--- config.mk ---
export PLATFORM = sky130hd
export DESIGN_NAME = nib_alu
export DESIGN_NICKNAME = d
export VERILOG_FILES = /design/src/rtl/nib_alu_pkg.sv /design/src/rtl/nib_alu_adder.sv /design/src/rtl/nib_alu_logic.sv /design/src/rtl/nib_alu_rotor.sv /design/src/rtl/nib_alu.sv
export SDC_FILE = /design/constraint.sdc
export NUM_CORES = 1
export LEC_CHECK = 0
export ABC_CLOCK_PERIOD_IN_PS = 2400
export CAP_MARGIN = 20
export CORE_UTILIZATION = 44
export DETAILED_ROUTE_END_ITERATION = 7
export PLACE_DENSITY = 0.86
export RECOVER_POWER = 25
export SYNTH_ARGS = -nofsm -noshare
export SYNTH_HDL_FRONTEND = slang
export SYNTH_SLANG_ARGS = --single-unit
export TNS_END_PERCENT = 1
--- constraint.sdc ---
create_clock -name vclk -period 2.4
set_clock_uncertainty 0.2 [all_clocks]
set_input_delay 0.36 -clock vclk [all_inputs]
set_output_delay 0.36 -clock vclk [all_outputs]
set_load 0.01 [all_outputs]
--- src/rtl/nib_alu_pkg.sv ---
package nib_alu_pkg;

    typedef enum logic [2:0] {
        OP_ADD  = 3'd0,
        OP_NAND = 3'd1,
        OP_XOR  = 3'd2,
        OP_ROT  = 3'd3,
        OP_INVA = 3'd4,
        OP_INVB = 3'd5
    } alu_op_e;

    typedef struct packed {
        logic dst_b;
        logic cf;
        logic cf_we;
        logic jf;
        logic jf_we;
    } alu_side_t;

endpackage

--- src/rtl/nib_alu_adder.sv ---
module nib_alu_adder #(
    parameter int DATA_W = 4
) (
    input  logic [DATA_W-1:0] a_i,
    input  logic [DATA_W-1:0] b_i,
    input  logic              c_i,
    output logic [DATA_W-1:0] sum_o,
    output logic              co_o,
    output logic              neg_o
);
    localparam int SUM_W = DATA_W + 1;

    logic [SUM_W-1:0] wide_d;

    always_comb begin
        wide_d = {1'b0, a_i} + {1'b0, b_i} + {{DATA_W{1'b0}}, c_i};
        sum_o  = wide_d[DATA_W-1:0];
        co_o   = wide_d[SUM_W-1];
        neg_o  = wide_d[DATA_W-1];
    end
endmodule

--- src/rtl/nib_alu_logic.sv ---
module nib_alu_logic #(
    parameter int DATA_W = 4
) (
    input  logic [1:0]        sel_i,
    input  logic [DATA_W-1:0] a_i,
    input  logic [DATA_W-1:0] b_i,
    output logic [DATA_W-1:0] res_o,
    output logic              zero_o
);
    // sel: 0 NAND, 1 XOR, 2 invert A, 3 invert B
    always_comb begin
        unique case (sel_i)
            2'd0:    res_o = ~(a_i & b_i);
            2'd1:    res_o = a_i ^ b_i;
            2'd2:    res_o = ~a_i;
            default: res_o = ~b_i;
        endcase
        zero_o = (res_o == '0);
    end
endmodule

--- src/rtl/nib_alu_rotor.sv ---
module nib_alu_rotor #(
    parameter int DATA_W = 4
) (
    input  logic [DATA_W-1:0] a_i,
    input  logic              c_i,
    output logic [DATA_W-1:0] res_o,
    output logic              co_o
);
    always_comb begin
        res_o = {c_i, a_i[DATA_W-1:1]};
        co_o  = a_i[0];
    end
endmodule

--- src/rtl/nib_alu.sv ---
module nib_alu
    import nib_alu_pkg::*;
#(
    parameter int DATA_W = 4
) (
    input  logic [2:0]        op_i,
    input  logic [DATA_W-1:0] a_i,
    input  logic [DATA_W-1:0] b_i,
    input  logic              cf_i,
    input  logic              jf_i,
    output logic [DATA_W-1:0] res_o,
    output logic              dst_b_o,
    output logic              cf_o,
    output logic              cf_we_o,
    output logic              jf_o,
    output logic              jf_we_o
);
    logic [DATA_W-1:0] add_sum, log_res, rot_res;
    logic              add_co, add_neg, log_zero, rot_co;
    logic [1:0]        log_sel;
    alu_op_e           op;
    alu_side_t         side_d;
    logic [DATA_W-1:0] res_d;

    assign op = alu_op_e'(op_i);

    always_comb begin
        case (op)
            OP_NAND: log_sel = 2'd0;
            OP_XOR:  log_sel = 2'd1;
            OP_INVA: log_sel = 2'd2;
            default: log_sel = 2'd3;
        endcase
    end

    nib_alu_adder #(.DATA_W(DATA_W)) u_adder (
        .a_i(a_i), .b_i(b_i), .c_i(cf_i),
        .sum_o(add_sum), .co_o(add_co), .neg_o(add_neg)
    );

    nib_alu_logic #(.DATA_W(DATA_W)) u_logic (
        .sel_i(log_sel), .a_i(a_i), .b_i(b_i),
        .res_o(log_res), .zero_o(log_zero)
    );

    nib_alu_rotor #(.DATA_W(DATA_W)) u_rotor (
        .a_i(a_i), .c_i(cf_i),
        .res_o(rot_res), .co_o(rot_co)
    );

    always_comb begin
        res_d  = '0;
        side_d = '{dst_b: 1'b0, cf: cf_i, cf_we: 1'b0, jf: jf_i, jf_we: 1'b0};
        case (op)
            OP_ADD: begin
                res_d        = add_sum;
                side_d.cf    = add_co;
                side_d.cf_we = 1'b1;
                side_d.jf    = add_neg;
                side_d.jf_we = 1'b1;
            end
            OP_NAND, OP_XOR: res_d = log_res;
            OP_ROT: begin
                res_d        = rot_res;
                side_d.cf    = rot_co;
                side_d.cf_we = 1'b1;
            end
            OP_INVA, OP_INVB: begin
                res_d        = log_res;
                side_d.dst_b = (op == OP_INVB);
                side_d.jf    = log_zero;
                side_d.jf_we = 1'b1;
            end
            default: ;
        endcase
    end

    assign res_o   = res_d;
    assign dst_b_o = side_d.dst_b;
    assign cf_o    = side_d.cf;
    assign cf_we_o = side_d.cf_we;
    assign jf_o    = side_d.jf;
    assign jf_we_o = side_d.jf_we;

    always_comb begin
        AST_CF_WE_ONLY_ADD_ROT: assert (!cf_we_o || op_i == 3'd0 || op_i == 3'd3) else $error("cf strobe on op %0d", op_i);
        AST_CF_ECHO: assert (cf_we_o || cf_o == cf_i) else $error("cf not echoed");
        AST_JF_ECHO: assert (jf_we_o || jf_o == jf_i) else $error("jf not echoed");
        AST_DST_B_ONLY_INVB: assert (!dst_b_o || op_i == 3'd5) else $error("dest B on op %0d", op_i);
        AST_UNUSED_QUIET: assert (op_i < 3'd6 || (res_o == '0 && !cf_we_o && !jf_we_o && !dst_b_o)) else $error("unused op active");
    end
endmodule

==> flow_metrics.env <==
export IMPL_status="finished, violations left"
export IMPL_violations="setup timing"
export IMPL_gp_congestion=0.950
export IMPL_path_cells="clkdlybuf4s15_1, buf_4, fa_2, a21o_1, a2111oi_4, a211o_1, a22oi_2, buf_2"
export IMPL_finalHoldViolations=0
export IMPL_multiInputGateArea_sq_um=719
export IMPL_cp_start_kind="primary input"
export IMPL_dp_cells=156
export IMPL_drt_total_wl_um=3740
export IMPL_ant_nets=0
export IMPL_crit_path_end_kind="output port"
export IMPL_grt_pass1_wl_um=5200
export IMPL_firstDrtPassIters=4
export IMPL_port_buffer_count=22
export IMPL_num_fill_cells=54
export IMPL_gr_usage_met3=0.222
export IMPL_cp_depth=8
export IMPL_rsz0062_at_grt="true"
export IMPL_drive_gt1_frac=0.521
export IMPL_finalNetCount=163
export IMPL_die_area_sq_mm=0.00162
export IMPL_max_freq_mhz=374
export IMPL_cp_required_ns=1.84
export IMPL_maxSlewViolCount=0
export IMPL_dp_hpwl_um=2210
export IMPL_hold_slack_ns=1.18
export IMPL_drtIter0Drc=92
export IMPL_power_leakage_uw=0.000569
export IMPL_die_y_um=40.2
export IMPL_wl_per_cell_um=23.8
export IMPL_total_power_uw=281
export IMPL_design_seq_count=0
export IMPL_syn_nets=105
export IMPL_grtUsageMet1=0.495
export IMPL_die_w_um=40.2
export IMPL_regArea_sq_um=0
export IMPL_num_rows=13
export IMPL_synth_area_sq_um=643
export IMPL_drcViolationCount=0
export IMPL_power_density_mw_per_mm2=227
export IMPL_setup_viol_count_final=6
export IMPL_synth_seq_area_share=0
export IMPL_synth_avg_cell_area_sq_um=7.48
export IMPL_cp_max_fo=4
export IMPL_start_util=0.482
export IMPL_peakVddDrop_uv=164
export IMPL_via_per_inst=6.97
export IMPL_worst_setup_path_type="primary input to output port"
export IMPL_grt_util_met2=0.766
export IMPL_tightest_slew_ns=0.347
export IMPL_hp_class="primary input to output port"
export IMPL_maxCapViolCount=0
export IMPL_stdcell_count=157
export IMPL_antennaDiodeCount=0
export IMPL_vias=1095
export IMPL_syn_to_final_growth_pct=92.2
export IMPL_grt_pass1_vias=1024
export IMPL_most_common_layout_cells="buf_4, nor2_1, dlygate4sd2_1"
export IMPL_slowest_delay_ns=0.36
export IMPL_grt_max_degree=13
export IMPL_core_area_sq_mm=0.00133
export IMPL_ioPinCount=22
export IMPL_postSynthCellCount=86
export IMPL_layout_min_cycle_time_ns=2.67
export IMPL_cp_slowest_cell="fa_2"
export IMPL_grt_usage=0.479
export IMPL_n_clock_buffer=0
export IMPL_crit_family="compound AO/OA/AOI/OAI gates"
export IMPL_slew_limit_headroom=0.766
export IMPL_synth_cell_types=38
export IMPL_antenna_found_initial=0
export IMPL_yosys_warnings=0
export IMPL_fin_setup_tns_ns=-1.08
export IMPL_layout_commonest_cell="buf_4"
export IMPL_arrival_ns=2.11
export IMPL_top_usage_layer="met2"
export IMPL_finalCritPeriodShare=1.11
export IMPL_fin_ws_ns=-0.270
export IMPL_gr_total_overflow=0
export IMPL_holdPathStages=5
export IMPL_cp_num_buf_inv=3
[Yosys cell counts, types with 2 or more instances]
cell       n  area [sq um]
nor2_1    13          48.8
nor2b_1    3          18.8
nand2_1    3          11.3
o32ai_1    2          17.5
or3b_1     3          26.3
buf_2      4          20.0
inv_1      3          11.3
a21boi_0   2          15.0
a22oi_1    3          22.5
ha_1       4          50.1
and3_1     3          18.8
a31oi_1    3          18.8
o21ai_0    3          15.0
fa_1       2          40.0
o211ai_1   3          22.5
a21o_1     3          22.5
mux2i_1    4          40.0
buf_6      2          22.5
a21oi_1    4          20.0
[area by class of cell]
cell class,count,share of cell area
Inverter,3,0.00911
Multi-Input combinational cell,77,0.582
Tap cell,15,0.0152
Timing Repair Buffer,62,0.394
[layer usage]
layer | vias to the layer above | share of wire | wire [um]
li1 | 446 | - | -
met1 | 504 | 0.35 | 1320
met2 | 112 | 0.47 | 1740
met3 | 33 | 0.12 | 442
met4 | 0 | 0.062 | 233
met5 | - | 0 | 0
[final timing paths]
kind | end | from | slack (ns)
hold / removal | res_o[0] | b_i[0] | 1.18
setup / recovery | cf_o | b_i[1] | -0.27
[power breakdown]
part	internal, uW	switching (uW)	leakage [uW]
registers	0	0	0
clock network	0	0	0
logic	141	140	0.000569
total	141	140	0.000569
[stage by stage]
stage	util	worst slack, ns	cell area [sq um]
final	0.927	-0.270	1240
after global routing	0.927	-0.393	1240
after CTS	0.884	-0.221	1180
after detailed placement	0.861	-1.04	1150
after global placement	0.861	-0.957	1150
after floorplan	-	0.0166	659
[cells by family after synthesis]
kind of cell / after synthesis / share of synthesized area
AO/OA/AOI/OAI: 31 / 0.364
XOR/XNOR: 2 / 0.0389
adder cells (fa/ha/maj): 6 / 0.140
buffers and inverters: 9 / 0.0837
multiplexers: 5 / 0.0798
AND/OR/NAND/NOR: 33 / 0.294
[repair_timing]
item,in CTS,in global routing
setup buffers,1,0
endpoints found under the setup margin,9,7
hold buffers,0,0
pin swaps,12,3
gates resized for setup,60,13
No activity file was read; power rests on OpenSTA's default activity.
